<file path="config.mk">
export PLATFORM = sky130hd
export DESIGN_NAME = spiq_master
export DESIGN_NICKNAME = d
export VERILOG_FILES = /design/src/rtl/spiq_pkg.sv /design/src/rtl/spiq_ram.sv /design/src/rtl/spiq_shifter.sv /design/src/rtl/spiq_master.sv
export SDC_FILE = /design/constraint.sdc
export NUM_CORES = 1
export LEC_CHECK = 0
export CAP_MARGIN = 20
export CORE_UTILIZATION = 45
export CTS_CLUSTER_SIZE = 24
export DETAILED_ROUTE_END_ITERATION = 6
export DONT_BUFFER_PORTS = 1
export HOLD_SLACK_MARGIN = 0.06
export PLACE_DENSITY = 0.72
export SETUP_SLACK_MARGIN = 0.02
export SLEW_MARGIN = 0
export SYNTH_ARGS = -nofsm -noshare
export SYNTH_HDL_FRONTEND = slang
export SYNTH_HIERARCHICAL = 1
export SYNTH_SLANG_ARGS = --single-unit
</file>
<file path="constraint.sdc">
create_clock -name clk -period 3.65 [get_ports clk]
set_input_delay 0.1825 -clock clk [delete_from_list [all_inputs] [get_ports clk]]
set_output_delay 0.1825 -clock clk [all_outputs]
set_load 0.05 [all_outputs]
</file>
<file path="src/rtl/spiq_pkg.sv">
package spiq_pkg;
  localparam int SPIQ_CS = 4;

  typedef struct packed {
    logic               hold_cs;
    logic               use_bits;
    logic               use_gap;
    logic               use_lead;
    logic [SPIQ_CS-1:0] cs_pat;
  } spiq_cmd_t;

  localparam int SPIQ_CMD_W = $bits(spiq_cmd_t);

  typedef enum logic [2:0] {
    ST_IDLE,
    ST_LOAD,
    ST_LEAD,
    ST_SHIFT,
    ST_POST
  } spiq_state_t;
endpackage

</file>
<file path="src/rtl/spiq_ram.sv">
module spiq_ram #(
  parameter int W     = 8,
  parameter int DEPTH = 16,
  parameter int AW    = $clog2(DEPTH)
) (
  input  logic          clk,
  input  logic          we,
  input  logic [AW-1:0] waddr,
  input  logic [W-1:0]  wdata,
  input  logic [AW-1:0] raddr,
  output logic [W-1:0]  rdata
);
  logic [W-1:0] mem [DEPTH];

  always_ff @(posedge clk) begin
    if (we) mem[waddr] <= wdata;
  end

  assign rdata = mem[raddr];
endmodule

</file>
<file path="src/rtl/spiq_shifter.sv">
module spiq_shifter #(
  parameter int DATA_W = 16,
  parameter int NB_W   = $clog2(DATA_W + 1)
) (
  input  logic              clk,
  input  logic              rst_n,
  input  logic              load,
  input  logic [NB_W-1:0]   nbits,
  input  logic [DATA_W-1:0] tx_word,
  input  logic              shift_out,
  input  logic              shift_in,
  input  logic              miso,
  output logic              mosi,
  output logic [DATA_W-1:0] rx_word
);
  logic [DATA_W-1:0] tx_sr;
  logic [DATA_W-1:0] rx_sr;

  always_ff @(posedge clk or negedge rst_n) begin
    if (!rst_n) begin
      tx_sr <= '0;
      rx_sr <= '0;
    end else if (load) begin
      // left-align the right-justified word so the top bit leaves first
      tx_sr <= tx_word << (DATA_W - int'(nbits));
      rx_sr <= '0;
    end else begin
      if (shift_out) tx_sr <= {tx_sr[DATA_W-2:0], 1'b0};
      if (shift_in)  rx_sr <= {rx_sr[DATA_W-2:0], miso};
    end
  end

  assign mosi    = tx_sr[DATA_W-1];
  assign rx_word = rx_sr;
endmodule

</file>
<file path="src/rtl/spiq_master.sv">
module spiq_master
  import spiq_pkg::*;
#(
  parameter int DEPTH     = 16,
  parameter int DATA_W    = 16,
  parameter int DIV_W     = 8,
  parameter int DLY_W     = 8,
  parameter int GAP_FIXED = 17,
  parameter int AW        = $clog2(DEPTH),
  parameter int FIELD_W   = $clog2(DATA_W)
) (
  input  logic               clk,
  input  logic               rst_n,
  input  logic               host_wr_en,
  input  logic               host_wr_tx,
  input  logic [AW-1:0]      host_wr_addr,
  input  logic [DATA_W-1:0]  host_wr_data,
  input  logic [AW-1:0]      rx_rd_addr,
  output logic [DATA_W-1:0]  rx_rd_data,
  input  logic [AW-1:0]      queue_first,
  input  logic [AW-1:0]      queue_last,
  input  logic [FIELD_W-1:0] bits_sel,
  input  logic [DIV_W-1:0]   sck_half,
  input  logic [DLY_W-1:0]   lead_dly,
  input  logic [DLY_W-1:0]   gap_dly,
  input  logic               start,
  output logic               busy,
  output logic               done,
  output logic               sck,
  output logic               mosi,
  input  logic               miso,
  output logic [SPIQ_CS-1:0] pcs
);
  localparam int NB_W = $clog2(DATA_W + 1);
  localparam int TW   = (DLY_W > DIV_W) ? DLY_W : DIV_W;

  spiq_state_t         state;
  logic [AW-1:0]       ptr;
  logic [TW-1:0]       cnt;
  logic [NB_W-1:0]     bits_left;
  spiq_cmd_t           cur;
  logic [SPIQ_CMD_W-1:0] cmd_raw;
  logic [DATA_W-1:0]   tx_word;
  logic [DATA_W-1:0]   rx_word;
  spiq_cmd_t           cmd_rd;
  logic [NB_W-1:0]     len_rd;
  logic [TW-1:0]       half;
  logic                tick, last_fall;
  logic                do_load, do_in, do_out, rx_we;

  function automatic logic [NB_W-1:0] xfer_len(input logic sel,
                                               input logic [FIELD_W-1:0] f);
    if (!sel)                          return NB_W'(8);
    if (f == '0)                       return NB_W'(DATA_W);
    if (int'(f) < 8)                   return NB_W'(8);
    return NB_W'(f);
  endfunction

  function automatic logic [TW-1:0] at_least_one(input logic [TW-1:0] v);
    return (v == '0) ? TW'(1) : v;
  endfunction

  spiq_ram #(.W(SPIQ_CMD_W), .DEPTH(DEPTH), .AW(AW)) u_cmd_ram (
    .clk(clk), .we(host_wr_en && !host_wr_tx), .waddr(host_wr_addr),
    .wdata(host_wr_data[SPIQ_CMD_W-1:0]), .raddr(ptr), .rdata(cmd_raw));

  spiq_ram #(.W(DATA_W), .DEPTH(DEPTH), .AW(AW)) u_tx_ram (
    .clk(clk), .we(host_wr_en && host_wr_tx), .waddr(host_wr_addr),
    .wdata(host_wr_data), .raddr(ptr), .rdata(tx_word));

  spiq_ram #(.W(DATA_W), .DEPTH(DEPTH), .AW(AW)) u_rx_ram (
    .clk(clk), .we(rx_we), .waddr(ptr), .wdata(rx_word),
    .raddr(rx_rd_addr), .rdata(rx_rd_data));

  assign cmd_rd    = spiq_cmd_t'(cmd_raw);
  assign len_rd    = xfer_len(cmd_rd.use_bits, bits_sel);
  assign half      = at_least_one(TW'(sck_half));
  assign tick      = (cnt == TW'(1));
  assign last_fall = (state == ST_SHIFT) && tick && sck && (bits_left == NB_W'(1));
  assign do_load   = (state == ST_LOAD);
  assign do_in     = tick && !sck && ((state == ST_LEAD) || (state == ST_SHIFT));
  assign do_out    = (state == ST_SHIFT) && tick && sck && !last_fall;
  assign rx_we     = last_fall;

  spiq_shifter #(.DATA_W(DATA_W), .NB_W(NB_W)) u_shift (
    .clk(clk), .rst_n(rst_n), .load(do_load), .nbits(len_rd),
    .tx_word(tx_word), .shift_out(do_out), .shift_in(do_in),
    .miso(miso), .mosi(mosi), .rx_word(rx_word));

  always_ff @(posedge clk or negedge rst_n) begin
    if (!rst_n) begin
      state     <= ST_IDLE;
      ptr       <= '0;
      cnt       <= '0;
      bits_left <= '0;
      cur       <= '0;
      sck       <= 1'b0;
      pcs       <= '0;
      done      <= 1'b0;
    end else begin
      unique case (state)
        ST_IDLE: if (start) begin
          ptr   <= queue_first;
          done  <= 1'b0;
          state <= ST_LOAD;
        end
        ST_LOAD: begin
          cur       <= cmd_rd;
          pcs       <= cmd_rd.cs_pat;
          bits_left <= len_rd;
          cnt       <= cmd_rd.use_lead ? at_least_one(TW'(lead_dly)) : half;
          state     <= ST_LEAD;
        end
        ST_LEAD: if (tick) begin
          sck   <= 1'b1;
          cnt   <= half;
          state <= ST_SHIFT;
        end else cnt <= cnt - TW'(1);
        ST_SHIFT: if (tick) begin
          sck <= !sck;
          cnt <= half;
          if (last_fall) begin
            cnt   <= cur.use_gap ? at_least_one(TW'(gap_dly)) : TW'(GAP_FIXED);
            state <= ST_POST;
            if (!cur.hold_cs) pcs <= '0;
          end else if (sck) begin
            bits_left <= bits_left - NB_W'(1);
          end
        end else cnt <= cnt - TW'(1);
        ST_POST: if (tick) begin
          if (ptr == queue_last) begin
            done  <= 1'b1;
            pcs   <= '0;
            state <= ST_IDLE;
          end else begin
            ptr   <= ptr + AW'(1);
            state <= ST_LOAD;
          end
        end else cnt <= cnt - TW'(1);
        default: state <= ST_IDLE;
      endcase
    end
  end

  assign busy = (state != ST_IDLE);
endmodule

</file>
==> summary.md <==
| Metric | Value |
|---|---|
| FFs w/ async S/R, synth | `8.571%` |
| 1st-pass router iterations | `7` |
| Worst Path Required | `4150 ps` |
| Vias in the first global route | `15933` |
| Slew Limit Fails | `0` |
| Top_reg_cell synth | `edfxtp_1` |
| Synthesized cell area | `28960 um2` |
| Worst reg-to-reg path cell count | `11` |
| Drt drc | `0` |
| Placed insts | `2390` |
| NumNets Final | `1750` |
| Routed vias/inst | `5.979` |
| Final worst path period need | `3433 ps` |
| Share of layout cells above drive strength 1 | `21.88%` |
| Grt ovf | `0` |
| # rows | `92` |
| DRT iter0 DRCs | `1346` |
| IO buf count | `0` |
| Fin Clk Skew | `32.32 ps` |
| Final HPWL DP | `37320 um` |
| Fmax | `0.2913 GHz` |
| Top cells by area, synth | `edfxtp_1, mux4_2, dfrtp_1` |
| Critical path launch point type | `flop` |
| Cell variety after synth | `84` |
| Number of synthesized flops with an enable pin | `640` |
| Die width | `255.7 um` |
| Clock Latency Late Sink | `630 ps` |
| Reg2reg end | `u_shift/tx_sr[12]$_DFFE_PN0P_` |
| Die H | `255.7 um` |
| Die area | `65360 um2` |
| Max-cap violations | `0` |
| Total Routing Usage GR | `19.89%` |
| Setup ws final | `217.4 ps` |
| Design area | `33270 um2` |
| CTS tree | `built` |
| P_leak | `0.01042 uW` |
| RePlAce Congestion | `0.8892` |
| WL/cell | `25.14 um` |
| Syn nets | `1625` |
| P&R area growth vs syn | `14.90%` |
| Io pins | `90` |
| Non-Filler Instances | `2581` |
| Outcome | `complete, no violations` |
| Actual slew at the worst max-slew pin | `1007 ps` |
| Synth top cells by count | `edfxtp_1, mux4_2, nor2_1` |
| Critical path arrival | `3930 ps` |
| Post-CTS Setup Bufs | `0` |
| Core box area | `63310 um2` |
| Setup tns final | `0 ps` |
| H-tree Lvls | `3` |
| Power density cells | `571.7 nW/um2` |
| Synthesized area per cell | `18.64 um2` |
| Clk sinks | `700` |
| Clock transition at path regs | `60 ps` |
| Post-route ant nets | `0` |
| First-pass GRT wire length | `97830 um` |
| Pre-CTS setup slack | `260.0 ps` |
| Slew HR | `32.62%` |
| Dpl cell area | `30160 um2` |
| Crit. End Element | `flop` |
| Largest net degree at the start of global routing | `70` |
| Cell with the most instances after synthesis | `edfxtp_1` |
| Root buf cell | `clkbuf_16` |
| Register-to-Register Setup Slack | `220 ps` |
| Post-synthesis sequential element count | `700` |
| Final hold vios | `0` |
| Total wire length | `64870 um` |
| # setup viols final | `0` |
| Critical Path Fanout Max | `7` |
| Via count | `15431` |
| Post-synthesis sequential area ratio | `71.56%` |
| HP Class | `input port to async pin` |
| Crit share post-route | `94.04%` |
| Reg2reg start | `ptr[0]$_DFFE_PN0P_` |
| Clock buffer depth | `3` |
| Max VDD drop | `0.5245 mV` |
| Area leader, netlist | `edfxtp_1` |
| Hold Slack | `105.1 ps` |
| Initial Util | `45.74%` |
| Cts bufs inserted | `73` |
| Initial antenna violation count | `1` |
| Unrepaired setup endpoints after global routing | `false` |
| Crit path kind | `flop to flop` |
| Mapped Cells | `1553` |
| Yosys top cell area share | `66.37%` |
| Synth warn | `6` |
[worst max-delay path, cell delays in order, from the launching register on]
cell,delay (ps)
dfrtp_4,500
mux4_2,510
a22oi_1,230
nand2_1,170
and3_1,300
inv_1,130
ha_4,180
xnor2_1,160
mux2_2,380
a222oi_1,410
nand3_1,130
a31o_1,220
[flip-flops by register name, indices dropped and copies added (netlist names)]
name             flops
done                 1
cur                  2
sck                  1
ptr                  4
u_shift/tx_sr       16
u_tx_ram/mem       256
bits_left            5
state                3
u_rx_ram/mem       256
pcs                  4
cnt                  8
u_shift/rx_word     16
u_cmd_ram/mem      128
[cells in the final DEF, fill, tap and decap left out, drive strengths merged, types with 4 or more instances in the layout]
| master | n |
|---|---|
| dlygate4sd3 | 50 |
| ha | 6 |
| mux2 | 11 |
| nor2 | 97 |
| nand3b | 6 |
| xnor2 | 7 |
| nand2 | 73 |
| clkbuf | 90 |
| nor4 | 9 |
| mux4 | 162 |
| nand4 | 6 |
| a2bb2oi | 4 |
| clkinvlp | 4 |
| a31oi | 12 |
| bufinv | 8 |
| o21ai | 20 |
| o22ai | 11 |
| o2bb2ai | 11 |
| nor3 | 25 |
| nand3 | 16 |
| and3 | 10 |
| edfxtp | 640 |
| buf | 80 |
| inv | 23 |
| mux2i | 49 |
| a21oi | 33 |
| and2 | 9 |
| a211oi | 6 |
| nand2b | 13 |
| a22oi | 84 |
| clkinv | 26 |
| nor2b | 18 |
| dfrtp | 60 |
| o32a | 4 |
| or3b | 4 |
| o31ai | 4 |
[kinds of logic after synthesis]
| group | count (synthesis) | synth area share, % |
|---|---|---|
| AND/OR/NAND/NOR | 301 | 5.354 |
| XOR/XNOR | 9 | 0.3371 |
| AO/OA/AOI/OAI | 213 | 5.237 |
| flip-flops | 700 | 71.56 |
| buffers and inverters | 102 | 2.065 |
| adder cells (fa/ha/maj) | 6 | 0.2593 |
| multiplexers | 222 | 15.19 |
[cell type report]
| class | count | area (um2) |
|---|---|---|
| well taps | 846 | 1059 |
| diodes | 3 | 7.507 |
| clock inverters | 40 | 450.4 |
| fillers | 4896 | 30040 |
| inverters | 21 | 78.83 |
| repair buffers | 131 | 1261 |
| flip-flops and latches | 700 | 20730 |
| multi-input cells | 751 | 7735 |
| clock buffers | 89 | 1951 |
[metal layers]
| layer | track usage [%] | share of wire (%) | vias up |
|---|---|---|---|
| met5 | 0 | 0 | - |
| met4 | 6.620 | 2.7 | 0 |
| met3 | 4.813 | 7.7 | 143 |
| met2 | 32.58 | 50 | 629 |
| met1 | 26.15 | 40 | 8013 |
| li1 | - | - | 6646 |
[through the flow]
step / utilization, % / power [uW]
after floorplan: - / 11020
after global placement: 47.64 / 11490
after detailed placement: 47.64 / 11530
after CTS: 52.42 / 19110
after global routing: 52.54 / 19660
final: 52.55 / 19020
[repair_timing]
item | CTS | global route
resized for setup | 0 | 2
endpoints found under the setup margin | 0 | 4
hold buffers | 56 | 0
endpoints found under the hold margin | 570 | 0
[report_power, final]
part | switching, uW | internal, uW | total [uW]
Combinational | 1380 | 1080 | 2460
Sequential | 236 | 8910 | 9150
Clock | 3030 | 4390 | 7420
[worst max path at each step]
stage	startpoint	endpoint	cells past startpoint
2_1_floorplan	ptr[0]$_DFFE_PN0P_	u_shift/tx_sr[12]$_DFFE_PN0P_	15
5_1_grt	ptr[0]$_DFFE_PN0P_	cnt[5]$_DFFE_PN0P_	9
3_5_place_dp	ptr[0]$_DFFE_PN0P_	u_shift/tx_sr[12]$_DFFE_PN0P_	11
3_3_place_gp	ptr[0]$_DFFE_PN0P_	u_shift/tx_sr[12]$_DFFE_PN0P_	11
4_1_cts	ptr[0]$_DFFE_PN0P_	cnt[4]$_DFFE_PN0P_	8
6_report	ptr[0]$_DFFE_PN0P_	u_shift/tx_sr[12]$_DFFE_PN0P_	11
Power figures use the tool's default switching activity.
